## src/rtl/fma_special_resolve.sv

```systemverilog
module fma_special_resolve #(
  parameter logic [63:0] DNAN = 64'h7FF8_0000_0000_0000
) (
  input  logic [2:0]  x_cls_i,
  input  logic [2:0]  y_cls_i,
  input  logic [2:0]  z_cls_i,
  input  logic        x_sgn_i,
  input  logic        y_sgn_i,
  input  logic        z_sgn_i,
  input  logic [63:0] x_i,
  input  logic [63:0] y_i,
  input  logic [63:0] z_i,
  input  logic        neg_prod_i,
  input  logic [1:0]  rnd_mode_i,
  output logic        special_o,
  output logic [63:0] result_o,
  output logic        invalid_o,
  output logic        to_datapath_o
);
  localparam logic [2:0] C_ZERO = 3'd0;
  localparam logic [2:0] C_INF  = 3'd3;
  localparam logic [2:0] C_QNAN = 3'd4;
  localparam logic [2:0] C_SNAN = 3'd5;
  localparam logic [1:0] RM_DOWN = 2'd3;
  localparam int QUIET_BIT = 51;
  localparam logic [63:0] QMASK = 64'h1 << QUIET_BIT;

  logic x_sn, y_sn, z_sn, x_qn, y_qn, z_qn;
  logic x_inf, y_inf, z_inf, x_zero, y_zero, z_zero;
  logic psgn, prod_inf, prod_zero;

  assign x_sn   = x_cls_i == C_SNAN;
  assign y_sn   = y_cls_i == C_SNAN;
  assign z_sn   = z_cls_i == C_SNAN;
  assign x_qn   = x_cls_i == C_QNAN;
  assign y_qn   = y_cls_i == C_QNAN;
  assign z_qn   = z_cls_i == C_QNAN;
  assign x_inf  = x_cls_i == C_INF;
  assign y_inf  = y_cls_i == C_INF;
  assign z_inf  = z_cls_i == C_INF;
  assign x_zero = x_cls_i == C_ZERO;
  assign y_zero = y_cls_i == C_ZERO;
  assign z_zero = z_cls_i == C_ZERO;

  assign psgn      = x_sgn_i ^ y_sgn_i ^ neg_prod_i;
  assign prod_inf  = (x_inf | y_inf) & ~(x_zero | y_zero);
  assign prod_zero = (x_zero | y_zero) & ~(x_inf | y_inf);

  function automatic logic [63:0] inf_of(input logic s);
    return {s, 11'h7FF, 52'h0};
  endfunction

  always_comb begin
    special_o = 1'b1;
    invalid_o = 1'b0;
    result_o  = 64'h0;
    if (z_sn) begin
      invalid_o = 1'b1;
      result_o  = z_i | QMASK;
    end else if (x_sn) begin
      invalid_o = 1'b1;
      result_o  = x_i | QMASK;
    end else if (y_sn) begin
      invalid_o = 1'b1;
      result_o  = y_i | QMASK;
    end else if (z_qn) begin
      result_o = z_i;
    end else if (x_qn) begin
      result_o = x_i;
    end else if (y_qn) begin
      result_o = y_i;
    end else if ((x_inf & y_zero) | (x_zero & y_inf)) begin
      invalid_o = 1'b1;
      result_o  = DNAN;
    end else if (prod_inf) begin
      if (z_inf && (z_sgn_i != psgn)) begin
        invalid_o = 1'b1;
        result_o  = DNAN;
      end else begin
        result_o = inf_of(psgn);
      end
    end else if (prod_zero) begin
      if (z_inf)
        result_o = inf_of(z_sgn_i);
      else if (z_zero && (z_sgn_i != psgn))
        result_o = {rnd_mode_i == RM_DOWN, 63'h0};
      else
        result_o = z_i;
    end else if (z_inf) begin
      result_o = inf_of(z_sgn_i);
    end else begin
      special_o = 1'b0;
    end
  end

  assign to_datapath_o = ~special_o;
endmodule

```

## config.mk

```make
export PLATFORM = sky130hd
export DESIGN_NAME = fma_special_resolve
export DESIGN_NICKNAME = d
export VERILOG_FILES = /design/src/rtl/fma_special_resolve.sv
export SDC_FILE = /design/constraint.sdc
export NUM_CORES = 1
export LEC_CHECK = 0
export ABC_AREA = 0
export BUFFER_PORTS_ARGS = -buffer_cell sky130_fd_sc_hd__buf_2
export CORE_AREA = 4 4 103 105
export DETAILED_ROUTE_END_ITERATION = 8
export DIE_AREA = 0 0 107 109
export PLACE_DENSITY = 0.75
export SLEW_MARGIN = 20
export SYNTH_ARGS = -nofsm -noshare
export SYNTH_HDL_FRONTEND = slang
export SYNTH_SLANG_ARGS = --single-unit
```

## constraint.sdc

```tcl
create_clock -name vclk -period 3.2
set_input_delay 0.64 -clock vclk [all_inputs]
set_output_delay 0.64 -clock vclk [all_outputs]
set_load 0.05 [all_outputs]
```

Yosys cells after proc, flatten, opt, wreduce, memory -nomap -nowiden
Cells that the tools add are included.
- bits in registers: 0
- input bits: 207
- logic and storage cells: 60
- output and inout bits: 67
- reduce and logical (&&, ||, !) cells: 5
- eq/ne operators: 11
- bitwise logic cells: 12
- multiplexer cells: 32
- operators with widths (kind ; count):
    $mux 64 ; 13
    $mux 1 ; 19
    $eq 3x3->1 const B ; 6
    $eq 3x2->1 const B ; 3
    $logic_not 3->1 ; 3
    $and 1x1->1 ; 4
    $not 1->1 ; 3
    $or 1x1->1 ; 3
    $eq 2x2->1 const B ; 1
    $logic_and 1x1->1 ; 2
    $xor 1x1->1 ; 2
    $ne 1x1->1 ; 1

Depth between registers and ports, before layout
- depth after elaboration: 15
- depth in mapped cells: 9
- depth with buffers taken out: 6

Worst setup path before layout
Ideal clock, no wire load.
- path type: input port to output port
- start point: input port z_cls_i[1]
- end point: output port result_o[63]
- stages: 6
- data required time: 2560 ps
- path buffers: 1
- arrival: 2970 ps
- path slack: -410 ps
- path through: or3b_2 -> buf_2 -> o21ai_0 -> o221ai_1 -> a211o_1 -> o21ai_0
- cells in the longest elaborated chain, start to end: 13
- elaborated cells on any way between the ends: 19
- classes of those cells: 3 x eq/ne; 13 x mux; 3 x reduce/logical
- RTL lines (item ; RTL line ; RTL):
    start: declaration ; 6 ; input logic [2:0] z_cls_i,
    $logic_not 3->1 ; 43 ; assign z_zero = z_cls_i == C_ZERO;
    $logic_and 1x1->1 ; 85 ; else if (z_zero && (z_sgn_i != psgn))
    $mux 64 ; 85 ;
    $mux 64 ; 83 ; if (z_inf)
    $mux 64 ; 82 ; end else if (prod_zero) begin
    $mux 64 ; 75 ; end else if (prod_inf) begin
    $mux 64 ; 72 ; end else if ((x_inf & y_zero) | (x_zero & y_inf)) begin
    $mux 64 ; 70 ; end else if (y_qn) begin
    $mux 64 ; 68 ; end else if (x_qn) begin
    $mux 64 ; 66 ; end else if (z_qn) begin
    $mux 64 ; 63 ; end else if (y_sn) begin
    $mux 64 ; 60 ; end else if (x_sn) begin
    $mux 64 (*) ; 57 ; if (z_sn) begin
    end: declaration ; 16 ; output logic [63:0] result_o,
Every way passes the cells marked *; elsewhere a longest branch is shown, timed or not.

Final worst setup path
- start point: input port z_cls_i[1]
- end point: output port result_o[58]
The elaborated chain is that of the path after synthesis.

==> flow_summary.yaml <==
run_status:
  outcome: "complete, no violations"
min_path:
  holdPathStages: 3
  holdCritStartpoint: "z_i[61]"
  hold_path_end: "result_o[61]"
  hp-class: "in -> out"
floorplanning:
  core_sq_um: 9640
  start_util_pct: 28.9
  num_rows: 36
  io_pins: 274
  design.die.area_sq_um: 11700
  die_w_um: 107
  die_h_um: 109
detailed_routing:
  routed_wirelength_um: 16100
  ant_nets: 0
  drt-pass1-iter-count: 5
  via_per_inst: 6.23
  dr_total_vias: 5312
  drc: 0
  wire_per_inst_um: 18.8
  initialDrtViolationCount: 631
sta:
  rsz0062_at_grt: "true"
  hold_viol: 0
  min_period_ns: 3.16
  setup_ws_ns: 0.0415
  slew_headroom_pct: 56.3
  slew_viol_final: 0
  period_share_pct: 98.7
  setup_viol: 0
  worst_slew_pin_slew_ns: 0.654
  hold_ws_ns: 1.66
  fmax_ghz: 0.317
synthesis:
  synth-compound-area-share_pct: 72.2
  yosys_warnings: 0
  synth_top_family_by_area: "compound AO/OA/AOI/OAI gates"
  synth.area.mux_share_pct: 0
  syn_nets: 647
  synth_fa_ha_area_share_pct: 0
  yosysTopAreaCellShare_pct: 22.5
  syn_area_sq_um: 2780
  synth_cells: 440
  synth_top_cell_by_area: "o22ai_1"
  synth-simple-area-share_pct: 17.6
  yosysUniqueCellTypes: 47
  synth_seq_area_share_pct: 0
  yosys.area_share.xor_xnor_pct: 1.26
  syn_avg_cell_area_sq_um: 6.32
  synth.area.top_cells: "o22ai_1, a221oi_1, o21ai_0"
global_routing:
  grt_pass1_wl_um: 22900
  track_usage_pct: 23.2
  antenna_found_initial: 0
  grt-ovfl-total: 0
  grt_max_degree: 50
  grt_pass1_vias: 4659
worst_setup_path:
  cp_max_fo: 9
  slowest_delay_ns: 0.56
  cpMostUsedCell: "buf_2"
  crit_type: "in -> out"
  worstSetupStartpoint: "z_cls_i[1]"
  path_cells: "buf_2 -> or3b_2 -> buf_4 -> nor2_2 -> buf_12 -> a22oi_1 -> o221a_2 -> o2bb2ai_2 -> buf_2"
  cp.required_ns: 2.56
  endpoint_kind: "output pin"
  arrival_ns: 2.52
  crit_slowest_cell: "or3b_2"
  startpoint_type: "primary input"
pwr:
  p_leak_nw: 2.23
  p_per_area_nw_per_um2: 271
  irDropWorstVdd_v: 0.000169
layout:
  final_cell_mix: "buf_2, o22ai_1, buf_4"
  diodes: 0
  nFlopsAndLatches: 0
  seq_area_sq_um: 0
  drive_gt1_share_pct: 56.5
  layout_commonest_cell: "buf_2"
  syn_to_final_growth_pct: 83.9
  layout.nets: 929
  final_area_sq_um: 5110
  nClkBuffers: 0
placed_design:
  dp_hpwl_um: 11900
  gp_congestion: 0.910
  place_area_sq_um: 4780
  place_ws_ns: -0.217
  port_buffers: 274
flow_run:
  max-cap-violations: 0
-- cells by family after synthesis --
logic type      Yosys count
simple gates             87
xor+xnor                  4
compound gates          295
buf+inv                  54
-- metrics by stage --
step | std cells | TNS [ns] | power [mW] | util, %
finish | 853 | 0 | 1.38 | 53.1
floorplan | 440 | -8.89 | 0.853 | -
detailed placement | 851 | -6.36 | 1.28 | 49.6
global placement | 851 | -2.96 | 1.27 | 49.6
global route | 853 | -0.358 | 1.46 | 53.1
CTS | 852 | 0 | 1.29 | 50.1
-- final cells by class --
class              count  area (sq um)
inverters              1          7.51
fillers              965          4520
repair buffers       332          2070
multi-input cells    387          2870
well taps            133           166
-- Yosys cell counts (3+ instances only) --
| cell | instances |
|---|---|
| o221a_2 | 10 |
| o221ai_1 | 5 |
| nor2b_1 | 4 |
| a22oi_1 | 11 |
| buf_6 | 4 |
| a21oi_1 | 9 |
| or3_1 | 3 |
| buf_2 | 13 |
| nand2_1 | 26 |
| nor2_1 | 17 |
| o21ai_1 | 3 |
| nand3_1 | 4 |
| and3b_1 | 3 |
| a21o_1 | 3 |
| clkbuf_1 | 36 |
| o2bb2ai_1 | 9 |
| nor3_1 | 4 |
| o21ai_0 | 77 |
| o22a_1 | 3 |
| o211ai_1 | 5 |
| or3b_2 | 3 |
| or2_2 | 5 |
| o22ai_1 | 100 |
| a221oi_1 | 51 |
-- worst max path at each step --
| stage | to | depth (start not counted) |
|---|---|---|
| 2_1_floorplan | result_o[38] | 9 |
| 3_3_place_gp | result_o[0] | 9 |
| 3_5_place_dp | result_o[28] | 7 |
| 4_1_cts | result_o[55] | 9 |
| 5_1_grt | result_o[9] | 9 |
| 6_report | result_o[58] | 9 |
-- timing repair --
action | CTS | global route
endpoints found under the setup margin | 59 | 63
gates resized for setup | 11 | 107
gates cloned | 1 | 0
buffers inserted | 0 | 1
hold buffers | 0 | 0
pin swaps | 2 | 2
-- power by group --
group	total (mW)	internal, mW	switching [mW]
Clock	0	0	0
Sequential	0	0	0
Combinational	1.38	0.508	0.877
Total	1.38	0.508	0.877
-- critical path: cells and delay by family --
family | cells | cell delay (ns)
buf+inv | 4 | 0.72
simple gates | 2 | 0.68
compound gates | 3 | 0.46
-- routing by layer --
metal,GRT usage [%],vias to the layer above,part of all wire (%)
met4,3.56,0,1.5
li1,-,2451,-
met2,41.3,323,49
met5,0,-,0
met1,29.8,2510,40
met3,4.03,28,9.3
Note: power is estimated with default switching activity, not from simulation.
